<file path="config.mk">
export PLATFORM = sky130hd
export DESIGN_NAME = irq_ctrl
export DESIGN_NICKNAME = d
export VERILOG_FILES = /design/src/rtl/irq_pkg.sv /design/src/rtl/irq_edge_group.sv /design/src/rtl/irq_arbiter.sv /design/src/rtl/irq_ctrl.sv
export SDC_FILE = /design/constraint.sdc
export NUM_CORES = 1
export LEC_CHECK = 0
export BUFFER_PORTS_ARGS = -buffer_cell sky130_fd_sc_hd__buf_4
export CAP_MARGIN = 20
export CELL_PAD_IN_SITES_DETAIL_PLACEMENT = 0
export CELL_PAD_IN_SITES_GLOBAL_PLACEMENT = 1
export CORE_MARGIN = 4
export CORE_UTILIZATION = 26
export CTS_CLUSTER_DIAMETER = 30
export DETAILED_ROUTE_END_ITERATION = 12
export PLACE_DENSITY_LB_ADDON = 0.08
export RECOVER_POWER = 100
export SLEW_MARGIN = 20
export SYNTH_ARGS = -nofsm -noshare
export SYNTH_HDL_FRONTEND = slang
export SYNTH_HIERARCHICAL = 1
export SYNTH_SLANG_ARGS = --single-unit
export TNS_END_PERCENT = 30
</file>
<file path="constraint.sdc">
create_clock -name clk -period 2.6 [get_ports clk]
set_clock_uncertainty 0.2 [all_clocks]
set_input_delay 0.13 -clock clk [delete_from_list [all_inputs] [get_ports clk]]
set_output_delay 0.13 -clock clk [all_outputs]
set_load 0.005 [all_outputs]
</file>
<file path="src/rtl/irq_pkg.sv">
package irq_pkg;

  typedef enum logic [1:0] {
    LP_RUN  = 2'd0,
    LP_WAIT = 2'd1,
    LP_HALT = 2'd2
  } lp_state_e;

  // vector address of a slot: top address minus two bytes per slot
  function automatic logic [15:0] slot_vector(input logic [15:0] top, input int unsigned slot);
    return top - 16'(slot * 2);
  endfunction

endpackage

</file>
<file path="src/rtl/irq_edge_group.sv">
module irq_edge_group #(
  parameter int W = 8
) (
  input  logic         clk,
  input  logic         rst_n,
  input  logic [W-1:0] pins,
  input  logic [W-1:0] pin_en,
  input  logic         rise_sel,
  input  logic         clr,
  output logic         pend_o
);

  logic combined;
  logic prev_q;
  logic primed_q;
  logic pend_q;
  logic edge_hit;

  // pins left out of the group read as 1 so they never pull the AND low
  assign combined = &(pins | ~pin_en);
  assign edge_hit = primed_q && (rise_sel ? (combined && !prev_q) : (!combined && prev_q));

  always_ff @(posedge clk or negedge rst_n) begin
    if (!rst_n) begin
      prev_q   <= 1'b1;
      primed_q <= 1'b0;
      pend_q   <= 1'b0;
    end else begin
      prev_q   <= combined;
      primed_q <= 1'b1;
      if (edge_hit)  pend_q <= 1'b1;
      else if (clr)  pend_q <= 1'b0;
    end
  end

  assign pend_o = pend_q;

  p_edge_latch_r6: assert property (@(posedge clk) disable iff (!rst_n)
    edge_hit |=> pend_q);

  p_grant_clears_r6: assert property (@(posedge clk) disable iff (!rst_n)
    (clr && !edge_hit) |=> !pend_q);

endmodule

</file>
<file path="src/rtl/irq_arbiter.sv">
module irq_arbiter #(
  parameter int N = 10
) (
  input  logic         clk,
  input  logic         rst_n,
  input  logic [N-1:0] req,
  output logic [N-1:0] grant,
  output logic         any
);

  // lowest slot index carries the highest vector address and wins
  always_comb begin
    grant = '0;
    for (int s = N - 1; s >= 0; s--) begin
      if (req[s]) grant = '0;
      if (req[s]) grant[s] = 1'b1;
    end
  end

  assign any = |req;

  p_grant_onehot_r5: assert property (@(posedge clk) disable iff (!rst_n)
    $onehot0(grant) && (any == (grant != '0)));

  p_grant_is_request_r5: assert property (@(posedge clk) disable iff (!rst_n)
    (grant & ~req) == '0);

endmodule

</file>
<file path="src/rtl/irq_ctrl.sv">
module irq_ctrl
  import irq_pkg::*;
#(
  parameter int          PA_W    = 8,
  parameter int          PB_W    = 6,
  parameter int          N_PER   = 6,
  parameter logic [15:0] TOP_VEC = 16'hFFFE
) (
  input  logic              clk,
  input  logic              rst_n,
  input  logic              boundary,
  input  logic              trap_req,
  input  logic              iret,
  input  logic              mask_set,
  input  logic              mask_clr,
  input  logic              enter_wait,
  input  logic              enter_halt,
  input  logic [N_PER+1:0]  src_en,
  input  logic [PA_W-1:0]   pa_pins,
  input  logic [PA_W-1:0]   pa_pin_en,
  input  logic              pa_rise,
  input  logic [PB_W-1:0]   pb_pins,
  input  logic [PB_W-1:0]   pb_pin_en,
  input  logic              pb_rise,
  input  logic [N_PER-1:0]  per_flag,
  output logic              take_o,
  output logic [15:0]       vector_o,
  output logic              i_bit_o,
  output logic              wake_o
);

  localparam int N_EXT  = 2;
  localparam int N_EN   = N_EXT + N_PER;
  localparam int N_SLOT = 2 + N_EN;
  localparam int S_PA   = 2;
  localparam int S_PB   = 3;

  logic              boot_q, trap_q, i_q, take_q;
  logic [15:0]       vec_q;
  lp_state_e         lp_q;
  logic              pa_pend, pb_pend;
  logic [N_SLOT-1:0] pend, elig, grant;
  logic              any_elig, fire;
  logic              maskable_ready, ext_ready, wake;
  logic [15:0]       grant_vec;

  assign pend = {per_flag, pb_pend, pa_pend, trap_q, boot_q};

  // start-up and trap ignore the mask; the rest need enable and I == 0
  assign elig[0] = pend[0];
  assign elig[1] = pend[1];
  for (genvar g = 2; g < N_SLOT; g++) begin : g_elig
    assign elig[g] = pend[g] && src_en[g-2] && !i_q;
  end

  irq_edge_group #(.W(PA_W)) i_port_a (
    .clk(clk), .rst_n(rst_n), .pins(pa_pins), .pin_en(pa_pin_en),
    .rise_sel(pa_rise), .clr(fire && grant[S_PA]), .pend_o(pa_pend));

  irq_edge_group #(.W(PB_W)) i_port_b (
    .clk(clk), .rst_n(rst_n), .pins(pb_pins), .pin_en(pb_pin_en),
    .rise_sel(pb_rise), .clr(fire && grant[S_PB]), .pend_o(pb_pend));

  irq_arbiter #(.N(N_SLOT)) i_arb (
    .clk(clk), .rst_n(rst_n), .req(elig), .grant(grant), .any(any_elig));

  assign fire = boundary && any_elig;

  always_comb begin
    grant_vec = TOP_VEC;
    for (int s = 0; s < N_SLOT; s++) begin
      if (grant[s]) grant_vec = slot_vector(TOP_VEC, s);
    end
  end

  assign maskable_ready = |(pend[N_SLOT-1:2] & src_en);
  assign ext_ready      = |(pend[S_PB:S_PA] & src_en[1:0]);
  assign wake = ((lp_q == LP_WAIT) && maskable_ready) || ((lp_q == LP_HALT) && ext_ready);

  always_ff @(posedge clk or negedge rst_n) begin
    if (!rst_n) begin
      boot_q <= 1'b1;
      trap_q <= 1'b0;
      i_q    <= 1'b1;
      take_q <= 1'b0;
      vec_q  <= '0;
      lp_q   <= LP_RUN;
    end else begin
      take_q <= fire;
      if (fire) vec_q <= grant_vec;
      if (fire && grant[0]) boot_q <= 1'b0;
      if (trap_req)                trap_q <= 1'b1;
      else if (fire && grant[1])   trap_q <= 1'b0;
      if (fire)                              i_q <= 1'b1;
      else if (enter_wait || enter_halt)     i_q <= 1'b0;
      else if (iret || mask_clr)             i_q <= 1'b0;
      else if (mask_set)                     i_q <= 1'b1;
      if (wake)            lp_q <= LP_RUN;
      else if (enter_halt) lp_q <= LP_HALT;
      else if (enter_wait) lp_q <= LP_WAIT;
    end
  end

  assign take_o   = take_q;
  assign vector_o = vec_q;
  assign i_bit_o  = i_q;
  assign wake_o   = wake;

  p_grant_masks_r3: assert property (@(posedge clk) disable iff (!rst_n)
    take_q |-> i_q);

  p_masked_hold_r2: assert property (@(posedge clk) disable iff (!rst_n)
    (boundary && i_q && !pend[0] && !pend[1]) |=> !take_q);

  p_only_on_boundary_r9: assert property (@(posedge clk) disable iff (!rst_n)
    !boundary |=> !take_q);

  p_vector_in_table_r5: assert property (@(posedge clk) disable iff (!rst_n)
    take_q |-> (!vec_q[0] && vec_q <= TOP_VEC && vec_q >= TOP_VEC - 16'(2 * (N_SLOT - 1))));

  p_sleep_unmasks_r10: assert property (@(posedge clk) disable iff (!rst_n)
    ((enter_wait || enter_halt) && !fire) |=> !i_q);

  p_halt_ext_only_r11: assert property (@(posedge clk) disable iff (!rst_n)
    ((lp_q == LP_HALT) && wake) |-> (pend[S_PA] || pend[S_PB]));

  p_trap_taken_r4: assert property (@(posedge clk) disable iff (!rst_n)
    (boundary && trap_q && !boot_q) |=> (take_q && vec_q == TOP_VEC - 16'd2));

endmodule

</file>
==> flow_summary.yaml, run 1 <==
global_route:
  grt_pass1_vias: 1164
  track_usage_pct: 11.6
  grt-busiest-layer: "met2"
  grtUsageMet2_pct: 20.9
  grt_antenna_before_repair: 0
  grtUsageMet1_pct: 13.1
  global_route.usage.met3_pct: 3.78
  grt_overflow: 0
  grt_max_degree: 18
  grt_pass1_wl_um: 4960
yosys:
  synthMostInstantiatedCell: "inv_1"
  synthesis.area_um2: 1140
  synth_edf_count: 0
  post_synth_num_cell_types: 35
  ys_async_sr_fraction_pct: 100
  synth_nets: 193
  yosysTopAreaCell: "dfrtp_1"
  syn_inst: 140
  ys_ff_latch: 17
  ys_warn_count: 6
  netlist.area_leader.share_pct: 28.6
  netlist_top_cells_area: "dfrtp_1 (29%), dfstp_2 (9.3%), buf_4 (7.9%)"
  syn_area_per_cell_um2: 8.11
  synth_ff_type: "dfrtp_1"
  yosys-top-cells-count: "inv_1 (19), nand2_1 (16), nor2_1 (15)"
  seq_area_frac_synth_pct: 37.9
sta:
  finalSetupViolations: 0
  slew_headroom_pct: 37.8
  tightest_slew_ps: 933
  slew_viol_final: 0
  finalHoldViolCount: 0
  rsz0062_at_grt: "yes"
  finalCritPeriodShare_pct: 97.5
  max_clock_freq_mhz: 395
  fin_crit_ps: 2530
  timing.setup.tns_ps: 0
run_status:
  outcome: "finished clean"
power:
  seq_power_share_pct: 42.2
  p_comb_share_pct: 32.4
  p_leak_nw: 0.861
  ir_worst_vdd_mv: 0.228
  internal-power_w: 0.000564
  power.switching_w: 0.000230
  p_per_area_nw_per_um2: 443
  p_sw_share_pct: 28.9
  total_power_w: 0.000794
  clockPowerShare_pct: 25.4
placed_design:
  gp_congestion: 0.738
  portBuffers: 70
  post-dp-hpwl_um: 2550
  place_area_um2: 1640
critical_path:
  arrival_ps: 2530
  slowest_delay_ps: 600
  ff2ff_path_depth: 7
  critPathBufInv: 0
  reg2reg_to: "i_port_b/pend_o"
  required_ps: 2600
  end_kind: "flop"
  crit_top_cell: "or4_4"
  r2r_start: "i_bit_o"
  critical-path-top-delay-family: "simple AND/OR/NAND/NOR gates"
  cp_max_fo: 7
  r2r_slack_ps: 70
  crit_type: "reg2reg"
  cp-start-kind: "flop"
  crit_slowest_cell: "dfstp_2"
  crit_chain: "nor2_1 > or4_4 > or4_4 > and3_1 > nand2b_1 > o21ai_0 > mux2_4"
finish:
  utilization_pct: 43.5
  n_antenna_cell: 0
  stdcell_area_um2: 1790
  drive_gt1_share_pct: 40.8
  fin_nets: 267
  fillers: 433
  area_growth_syn_to_layout_pct: 57.7
clock_network:
  cts_sinks: 17
  postCtsSetupBuffers: 0
  clkTransAtPathRegs_ps: 70
  cts_tree: "yes"
  cts_htree_levels: 1
  clockRootBuffer: "clkbuf_8"
  clk_latency_ps: 250
  cts_buffers: 3
  clockBufferDepth: 2
routing:
  wl_per_cell_um: 11.3
  drt_iter0_drc: 27
  dr_total_vias: 1181
  drt-total-wl_um: 2980
  drc: 0
  vias_per_cell: 4.49
  drt_first_pass_iters: 4
  ant_nets: 0
min_path:
  min_path_cells: 3
  hold_path.class: "in2reg"
  hold_end: "i_port_a/pend_o"
  hp-start: "pa_rise"
floorplanning:
  ios: 72
  dieArea_um2: 5490
  start_util_pct: 27.6
  dieWidth_um: 74.1
  num_rows: 23
  coreArea_um2: 4120
  die_h_um: 74.1
job:
  maxCapViolCount: 0
## sequential cells by signal, summed over array words and instances, names as in the netlist
signal             count
vector_o               5
lp_q                   2
boot_q                 1
i_bit_o                1
i_port_a/pend_o        1
i_port_a/prev_q        1
i_port_a/primed_q      1
i_port_b/pend_o        1
i_port_b/prev_q        1
i_port_b/primed_q      1
take_o                 1
trap_q                 1
## area by class of cell
cell class	count	area [um2]	area share [%]
sequential	17	430	24.0
timing repair buffer	83	641	35.8
multi-input combinational	90	541	30.2
tap	50	62.6	3.49
clock inverter	1	5.00	0.279
inverter	19	71.3	3.98
clock buffer	3	41.3	2.30
## how the worst max path moves through the flow
| stage | from | to | slack, ps | cells after the start |
|---|---|---|---|---|
| after CTS | i_bit_o | i_port_b/pend_o | 70 | 7 |
| after detailed placement | i_bit_o | vector_o[1] | 90 | 7 |
| after floorplan | i_bit_o | i_port_b/pend_o | -20 | 9 |
| final | i_bit_o | i_port_b/pend_o | 70 | 7 |
| after global routing | i_bit_o | i_port_b/pend_o | -6 | 7 |
| after global placement | i_bit_o | i_port_b/pend_o | 130 | 7 |
## per-layer routing
| metal | share of wire, % | up-vias |
|---|---|---|
| li1 | - | 603 |
| met1 | 39 | 527 |
| met2 | 51 | 45 |
| met3 | 8.7 | 6 |
| met4 | 1.1 | 0 |
| met5 | 0 | - |
## cell usage in the layout (no fill, tap or decap), types with 2 or more instances in the layout
| master | n |
|---|---|
| conb_1 | 3 |
| clkbuf_4 | 15 |
| nor3_2 | 2 |
| nor4_1 | 3 |
| buf_4 | 56 |
| o22ai_1 | 5 |
| nor3_1 | 2 |
| nor2b_1 | 2 |
| a211oi_1 | 3 |
| o31ai_1 | 2 |
| clkbuf_1 | 2 |
| dfstp_2 | 4 |
| or4_1 | 2 |
| dfrtp_1 | 13 |
| clkbuf_8 | 3 |
| nand2b_1 | 7 |
| o21ai_0 | 5 |
| or4_4 | 2 |
| nand2_1 | 15 |
| inv_1 | 19 |
| nand3b_1 | 3 |
| dlygate4sd3_1 | 10 |
| nor2_1 | 14 |
| nor3b_1 | 3 |
| a21oi_1 | 2 |
## cell families (layout without fill, tap and decap cells)
group,count (synthesis),after routing,share of synthesized area [%]
buf+inv,33,106,15.5
other cells,3,3,0.991
flops,17,17,37.9
mux,1,1,1.32
simple gates,62,62,29.8
compound gates,24,24,14.4
## power groups by stage
stage / Sequential, W / Combinational [W] / Clock, W
after CTS: 0.000337 / 0.000264 / 0.000213
final: 0.000335 / 0.000257 / 0.000201
after global routing: 0.000339 / 0.000287 / 0.000223
after floorplan: 0.000335 / 0.000131 / 0
after global placement: 0.000340 / 0.000242 / 0
after detailed placement: 0.000342 / 0.000249 / 0
## tightest hold or removal path, stage by stage
cell      delay [ps]
buf_4             80
nand3b_1          90
o221ai_1         100
## what timing repair did
action                     in CTS  in global routing
setup endpoints to repair       0                  4
hold buffers                    9                  1
gates resized for setup         0                  3
hold endpoints to repair       22                  2
## stage by stage
step                cells  worst slack [ps]  hold WS (ps)
floorplan             140             -23.8          -366
global placement      249               126          -193
detailed placement    249              91.6          -187
CTS                   262              69.9          11.3
global route          263             -6.11          20.3
finish                263              65.8          7.07
No activity file was read; power rests on OpenSTA's default activity.
==> run 2: changes to the inputs <==
- ABC_AREA: default -> 1
- CORE_UTILIZATION: 26 -> 25
==> run 2 against run 1 <==
  * Area after synthesis up 9.3%
  * Clock power down 2%
  * Worst hold slack worse by 2.2 ps
  * Wire length down 2.7%
  * Sequential power down 3%
  * Fmax up 5.5%
  * Final area up 3.4%
  * Global-route usage down 2.0 points
  * Critical path type is now in2reg
  * Largest power group unchanged
==> flow_summary.yaml, run 2 <==
critical_path:
  arrival_ps: 2400
  crit_top_cell: "dlygate4sd3_1"
  required_ps: 2600
  crit_slowest_cell: "dlygate4sd3_1"
  critPathBufInv: 4
  crit_chain: "dlygate4sd3_1 > buf_4 > nor4_1 > o21ai_0 > dlygate4sd3_1 > nand2_1 > dlygate4sd3_1"
  slowest_delay_ps: 570
  cp_max_fo: 3
  end_kind: "flop"
  critical-path-top-delay-family: "buffers and inverters"
  crit_type: "in2reg"
  cp_num_cells: 7
  ff2ff_path_depth: 8
  cp-start-kind: "input port"
min_path:
  hold_path.class: "in2reg"
  min_path_cells: 6
global_route:
  grt_max_degree: 18
  track_usage_pct: 9.58
  grt_pass1_wl_um: 4820
  grt_pass1_vias: 1161
  grt_antenna_before_repair: 0
  grt_overflow: 0
routing:
  top_layer: "met3"
  vias_per_cell: 3.74
  drt_iter0_drc: 46
  wl_per_cell_um: 8.66
  drt-total-wl_um: 2900
  dr_total_vias: 1252
  wl_met2_um: 1410
  ant_nets: 0
  wl_met1_um: 1290
  drt_first_pass_iters: 4
  drc: 0
  wl_met3_um: 207
clock_network:
  hold_buffers: 7
  cts_buffers: 3
  clkTransAtPathRegs_ps: 70
  clockRootBuffer: "clkbuf_8"
  cts_resized: 0
  postCtsSetupBuffers: 0
  cts_htree_levels: 1
  clockBufferDepth: 2
  clk_latency_ps: 250
  cts_tree: "yes"
  cts_sinks: 17
yosys:
  yosys.area_share.simple_pct: 40.4
  synthMostInstantiatedCell: "nand2_1"
  ys_warn_count: 6
  ys_async_sr_fraction_pct: 100
  syn_area_per_cell_um2: 6.21
  synth_edf_count: 0
  synthMuxAreaShare_pct: 0
  syn_inst: 200
  yosysTopAreaCell: "dfrtp_1"
  synth_top_family_by_area: "simple AND/OR/NAND/NOR gates"
  post_synth_num_cell_types: 23
  synth_ff_type: "dfrtp_1"
  yosys-top-cells-count: "nand2_1 (61), inv_1 (37), nor2_1 (30)"
  synth_adder_area_share_pct: 0
  synthXorXnorAreaFrac_pct: 0
  synth_nets: 253
  synthesis.area_um2: 1240
  netlist_top_cells_area: "dfrtp_1 (26%), nand2_1 (18%), inv_1 (11%)"
  ys_ff_latch: 17
  netlist.area_leader.share_pct: 26.2
  seq_area_frac_synth_pct: 34.7
  synth_compound_area_share_pct: 4.33
finish:
  drive_gt1_share_pct: 31.3
  n_antenna_cell: 0
  area_growth_syn_to_layout_pct: 49.3
  largest_register_ffs: 5
  final_common_cell: "nand2_1"
  fin_nets: 322
  mostFrequentLayoutCells: "nand2_1 (63), buf_4 (53), inv_1 (38)"
placed_design:
  dp_worst_setup_slack_ps: 671
  post-dp-hpwl_um: 2510
  portBuffers: 70
  gp_congestion: 0.761
floorplanning:
  dieWidth_um: 78.5
  die_h_um: 78.5
  dieArea_um2: 6160
  ios: 72
  coreArea_um2: 4750
  num_rows: 25
  start_util_pct: 26.1
power:
  p_per_area_nw_per_um2: 406
  p_leak_nw: 1.05
  ir_worst_vdd_mv: 0.293
sta:
  timing.setup.tns_ps: 0
  slew_headroom_pct: 37.9
  max_clock_freq_mhz: 416
  setup_ws_ps: 198
  finalCritPeriodShare_pct: 92.4
  finalHoldViolCount: 0
  slew_viol_final: 0
  fin_crit_ps: 2400
  rsz0062_at_grt: "no"
  tightest_slew_ps: 931
  whs_ps: 4.82
  finalSetupViolations: 0
job:
  maxCapViolCount: 0
run_status:
  outcome: "finished clean"
-- run 2: cell types whose count changed after synthesis, sizes merged, moves of 3 or more --
cell    before  now
nand2       16   65
inv         19   40
nor2        15   35
nand3        1   10
nand2b       7    0
o22ai        5    0
or2          0    4
or4          4    0
a211oi       3    0
nor3b        3    0
-- run 2: worst register-to-register path: cells and delay by family (launching register included) --
kind / cells / cell delay, ps
and+or+nand+nor: 7 / 800
DFF: 1 / 690
buffers and inverters: 1 / 550
-- run 2: final cells by class --
type | count | area [um2]
Multi-Input combinational cell | 130 | 551
Tap cell | 67 | 83.8
Fill cell | 558 | 2900
Sequential cell | 17 | 430
Inverter | 40 | 150
Clock inverter | 1 | 5.00
Timing Repair Buffer | 77 | 592
Clock buffer | 3 | 41.3
-- run 2: power by group --
| part | leakage (nW) | total, W | internal (W) | switching [W] |
|---|---|---|---|---|
| sequential | 0.183 | 0.000324 | 0.000301 | 0.0000224 |
| combinational | 0.841 | 0.000232 | 0.000124 | 0.000109 |
| clock | 0.0255 | 0.000196 | 0.000106 | 0.0000894 |
-- run 2: cells by family after synthesis --
group,after synthesis
AOI/OAI and AO/OA,9
buffers and inverters,53
DFF,17
other,3
and+or+nand+nor,118
-- run 2: path summary, 6_finish.rpt --
check | start | end | slack, ps
max | enter_halt | i_bit_o | 200
min | pb_pin_en[2] | i_port_b/prev_q | 5
max reg2reg | i_bit_o | i_bit_o | 280
min reg2reg | i_port_b/primed_q | i_port_b/pend_o | 270
max in group asynchronous | rst_n | lp_q[1] | 1280
min in group asynchronous | rst_n | vector_o[2] | 340
-- run 2: layer usage --
metal / vias to the layer above / global-route usage [%]
met1: 506 / 11.8
met3: 0 / 3.21
met2: 41 / 16.7
met5: - / 0
met4: 0 / 1.05
li1: 705 / -
-- run 2: through the flow --
step / util [%] / area (um2) / total power [W] / instances
3_5_place_dp: 36.9 / 1760 / 0.000568 / 324
6_report: 39.0 / 1850 / 0.000752 / 335
5_1_grt: 39.0 / 1850 / 0.000815 / 335
4_1_cts: 39.4 / 1870 / 0.000780 / 335
3_3_place_gp: 36.9 / 1760 / 0.000571 / 324
2_1_floorplan: - / 1240 / 0.000451 / 200
==> run 3: changes to the inputs <==
- SYNTH_HIERARCHICAL: 1 -> default
==> run 3 against run 2 <==
  * Wire length grew 3.5%
  * Sequential power shrank 2%
  * Worst hold slack gained 1.2 ps
  * Sequential share of layout area grew 0.12 points
  * First-iteration DRC count shrank 52%
  * Highest routed layer is now met4
==> flow_summary.yaml, run 3 <==
run_status:
  outcome: "finished clean"
placed_design:
  portBuffers: 70
  gp_congestion: 0.795
  dp_worst_setup_slack_ps: 845
  post-dp-hpwl_um: 2570
  place_area_um2: 1640
  dp_cells: 280
finish:
  stdcell_area_um2: 1740
  final_common_cell: "nand2_1"
  regArea_um2: 405
  largest_register_ffs: 5
  area_growth_syn_to_layout_pct: 51.7
  multi_input_area_um2: 490
  fin_nets: 295
  drive_gt1_share_pct: 33.2
  n_antenna_cell: 0
  final_cells: 293
  fillers: 481
  mostFrequentLayoutCells: "nand2_1 (53), buf_4 (48), inv_1 (29)"
yosys:
  post_synth_num_cell_types: 30
  yosysTopAreaCell: "dfrtp_1"
  synth_nets: 223
  syn_inst: 170
  ys_async_sr_fraction_pct: 100
  synthMostInstantiatedCell: "nand2_1"
  seq_area_frac_synth_pct: 35.4
  yosys-top-cells-count: "nand2_1 (51), inv_1 (29), nor2_1 (20)"
  netlist_top_cells_area: "dfrtp_1 (26%), nand2_1 (17%), inv_1 (9.5%)"
  syn_area_per_cell_um2: 6.73
  netlist.area_leader.share_pct: 26.2
  ys_ff_latch: 16
  ys_warn_count: 0
  synth_edf_count: 0
  synthesis.area_um2: 1140
  synth_ff_type: "dfrtp_1"
critical_path:
  cp_max_fo: 3
  crit_type: "in2reg"
  end_kind: "flop"
  cp-start-kind: "input port"
  required_ps: 2590
  r2r_slack_ps: 360
  arrival_ps: 2370
  critical-path-top-delay-family: "buffers and inverters"
  critPathBufInv: 4
  ff2ff_path_depth: 8
  crit_slowest_cell: "dlygate4sd3_1"
  crit_top_cell: "dlygate4sd3_1"
  slowest_delay_ps: 590
  r2r_start: "i_bit_o"
  reg2reg_to: "vector_o[14]"
  crit_chain: "dlygate4sd3_1 > clkbuf_1 > nor4_1 > dlygate4sd3_1 > o21ai_0 > dlygate4sd3_1 > nand2_1"
global_route:
  grtUsageMet2_pct: 19.8
  grtUsageMet1_pct: 12.8
  track_usage_pct: 11.4
  grt_antenna_before_repair: 0
  grt_pass1_vias: 1182
  grt_pass1_wl_um: 4930
  global_route.usage.met3_pct: 4.35
  grt-busiest-layer: "met2"
  grt_max_degree: 17
  grt_overflow: 0
clock_network:
  cts_resized: 0
  clk_latency_ps: 250
  postCtsSetupBuffers: 0
  clkTransAtPathRegs_ps: 60
  hold_buffers: 9
  clockRootBuffer: "clkbuf_8"
  clockBufferDepth: 2
  cts_tree: "yes"
  cts_sinks: 16
  cts_htree_levels: 1
  cts_buffers: 3
routing:
  drt_first_pass_iters: 4
  drc: 0
  dr_total_vias: 1209
  vias_per_cell: 4.13
  wl_per_cell_um: 10.2
  drt-total-wl_um: 3000
  drt_iter0_drc: 22
  ant_nets: 0
sta:
  finalHoldViolCount: 0
  rsz0062_at_grt: "no"
  timing.setup.tns_ps: 0
  slew_headroom_pct: 43.0
  fin_crit_ps: 2380
  slew_viol_final: 0
  tightest_slew_ps: 855
  setup_ws_ps: 217
  finalCritPeriodShare_pct: 91.6
  max_clock_freq_mhz: 420
  finalSetupViolations: 0
min_path:
  hold_path.class: "in2reg"
  hold_end: "i_port_a.prev_q"
  hp-start: "pa_pin_en[1]"
  min_path_cells: 6
floorplanning:
  die_h_um: 75.7
  dieArea_um2: 5730
  dieWidth_um: 75.7
  coreArea_um2: 4380
  ios: 72
  start_util_pct: 26.1
  num_rows: 24
power:
  p_leak_nw: 0.982
  p_per_area_nw_per_um2: 444
  ir_worst_vdd_mv: 0.191
job:
  maxCapViolCount: 0
==> run 3: worst max path at each step <==
stage | startpoint | end | slack, ps | cells after the start
floorplan | i_bit_o | vector_o[14] | 930 | 9
global placement | i_bit_o | vector_o[14] | 900 | 8
detailed placement | i_bit_o | vector_o[14] | 840 | 8
CTS | enter_halt | i_bit_o | 230 | 7
global route | enter_halt | i_bit_o | 50 | 7
finish | enter_halt | i_bit_o | 220 | 7
==> run 3: final cells by class <==
type	instances	share of cell area [%]
Sequential cell	16	23.3
Inverter	32	7.28
Multi-Input combinational cell	110	28.2
Tap cell	52	3.75
Clock buffer	4	2.59
Timing Repair Buffer	79	34.8
==> run 3: kinds of logic after synthesis <==
| family | count (synthesis) | share of synthesized area (%) |
|---|---|---|
| xor+xnor | 1 | 0.765 |
| compound gates | 16 | 7.98 |
| other cells | 2 | 0.656 |
| buf+inv | 44 | 19.3 |
| simple gates | 91 | 35.8 |
| flops | 16 | 35.4 |
==> run 3: worst register-to-register path, cell delays in order, from the launching register on <==
cell        delay [ps]
dfstp_1            730
inv_6               70
nand3_1            100
nand2_1            110
nor2_4             110
nand3_1            140
nand2_1            260
clkinvlp_2         190
or2_1              220
==> run 3: metrics by stage <==
step / utilization (%) / hold WS [ps] / power (W)
finish: 39.6 / 6.03 / 0.000771
global route: 39.6 / 38.5 / 0.000837
CTS: 40.5 / 5.59 / 0.000799
detailed placement: 37.4 / -196 / 0.000587
global placement: 37.4 / -197 / 0.000584
floorplan: - / -366 / 0.000457
==> run 3: where the power goes <==
| group | leakage, nW | internal (W) | switching (W) |
|---|---|---|---|
| Clock | 0.0228 | 0.000109 | 0.0000857 |
| Combinational | 0.783 | 0.000139 | 0.000121 |
| Sequential | 0.176 | 0.000291 | 0.0000252 |
| Total | 0.982 | 0.000539 | 0.000232 |
==> run 3: layer usage <==
metal  vias up  wire length (um)
li1        643                 -
met3         4               232
met5         -                 0
met2        40              1510
met1       522              1220
met4         0                38
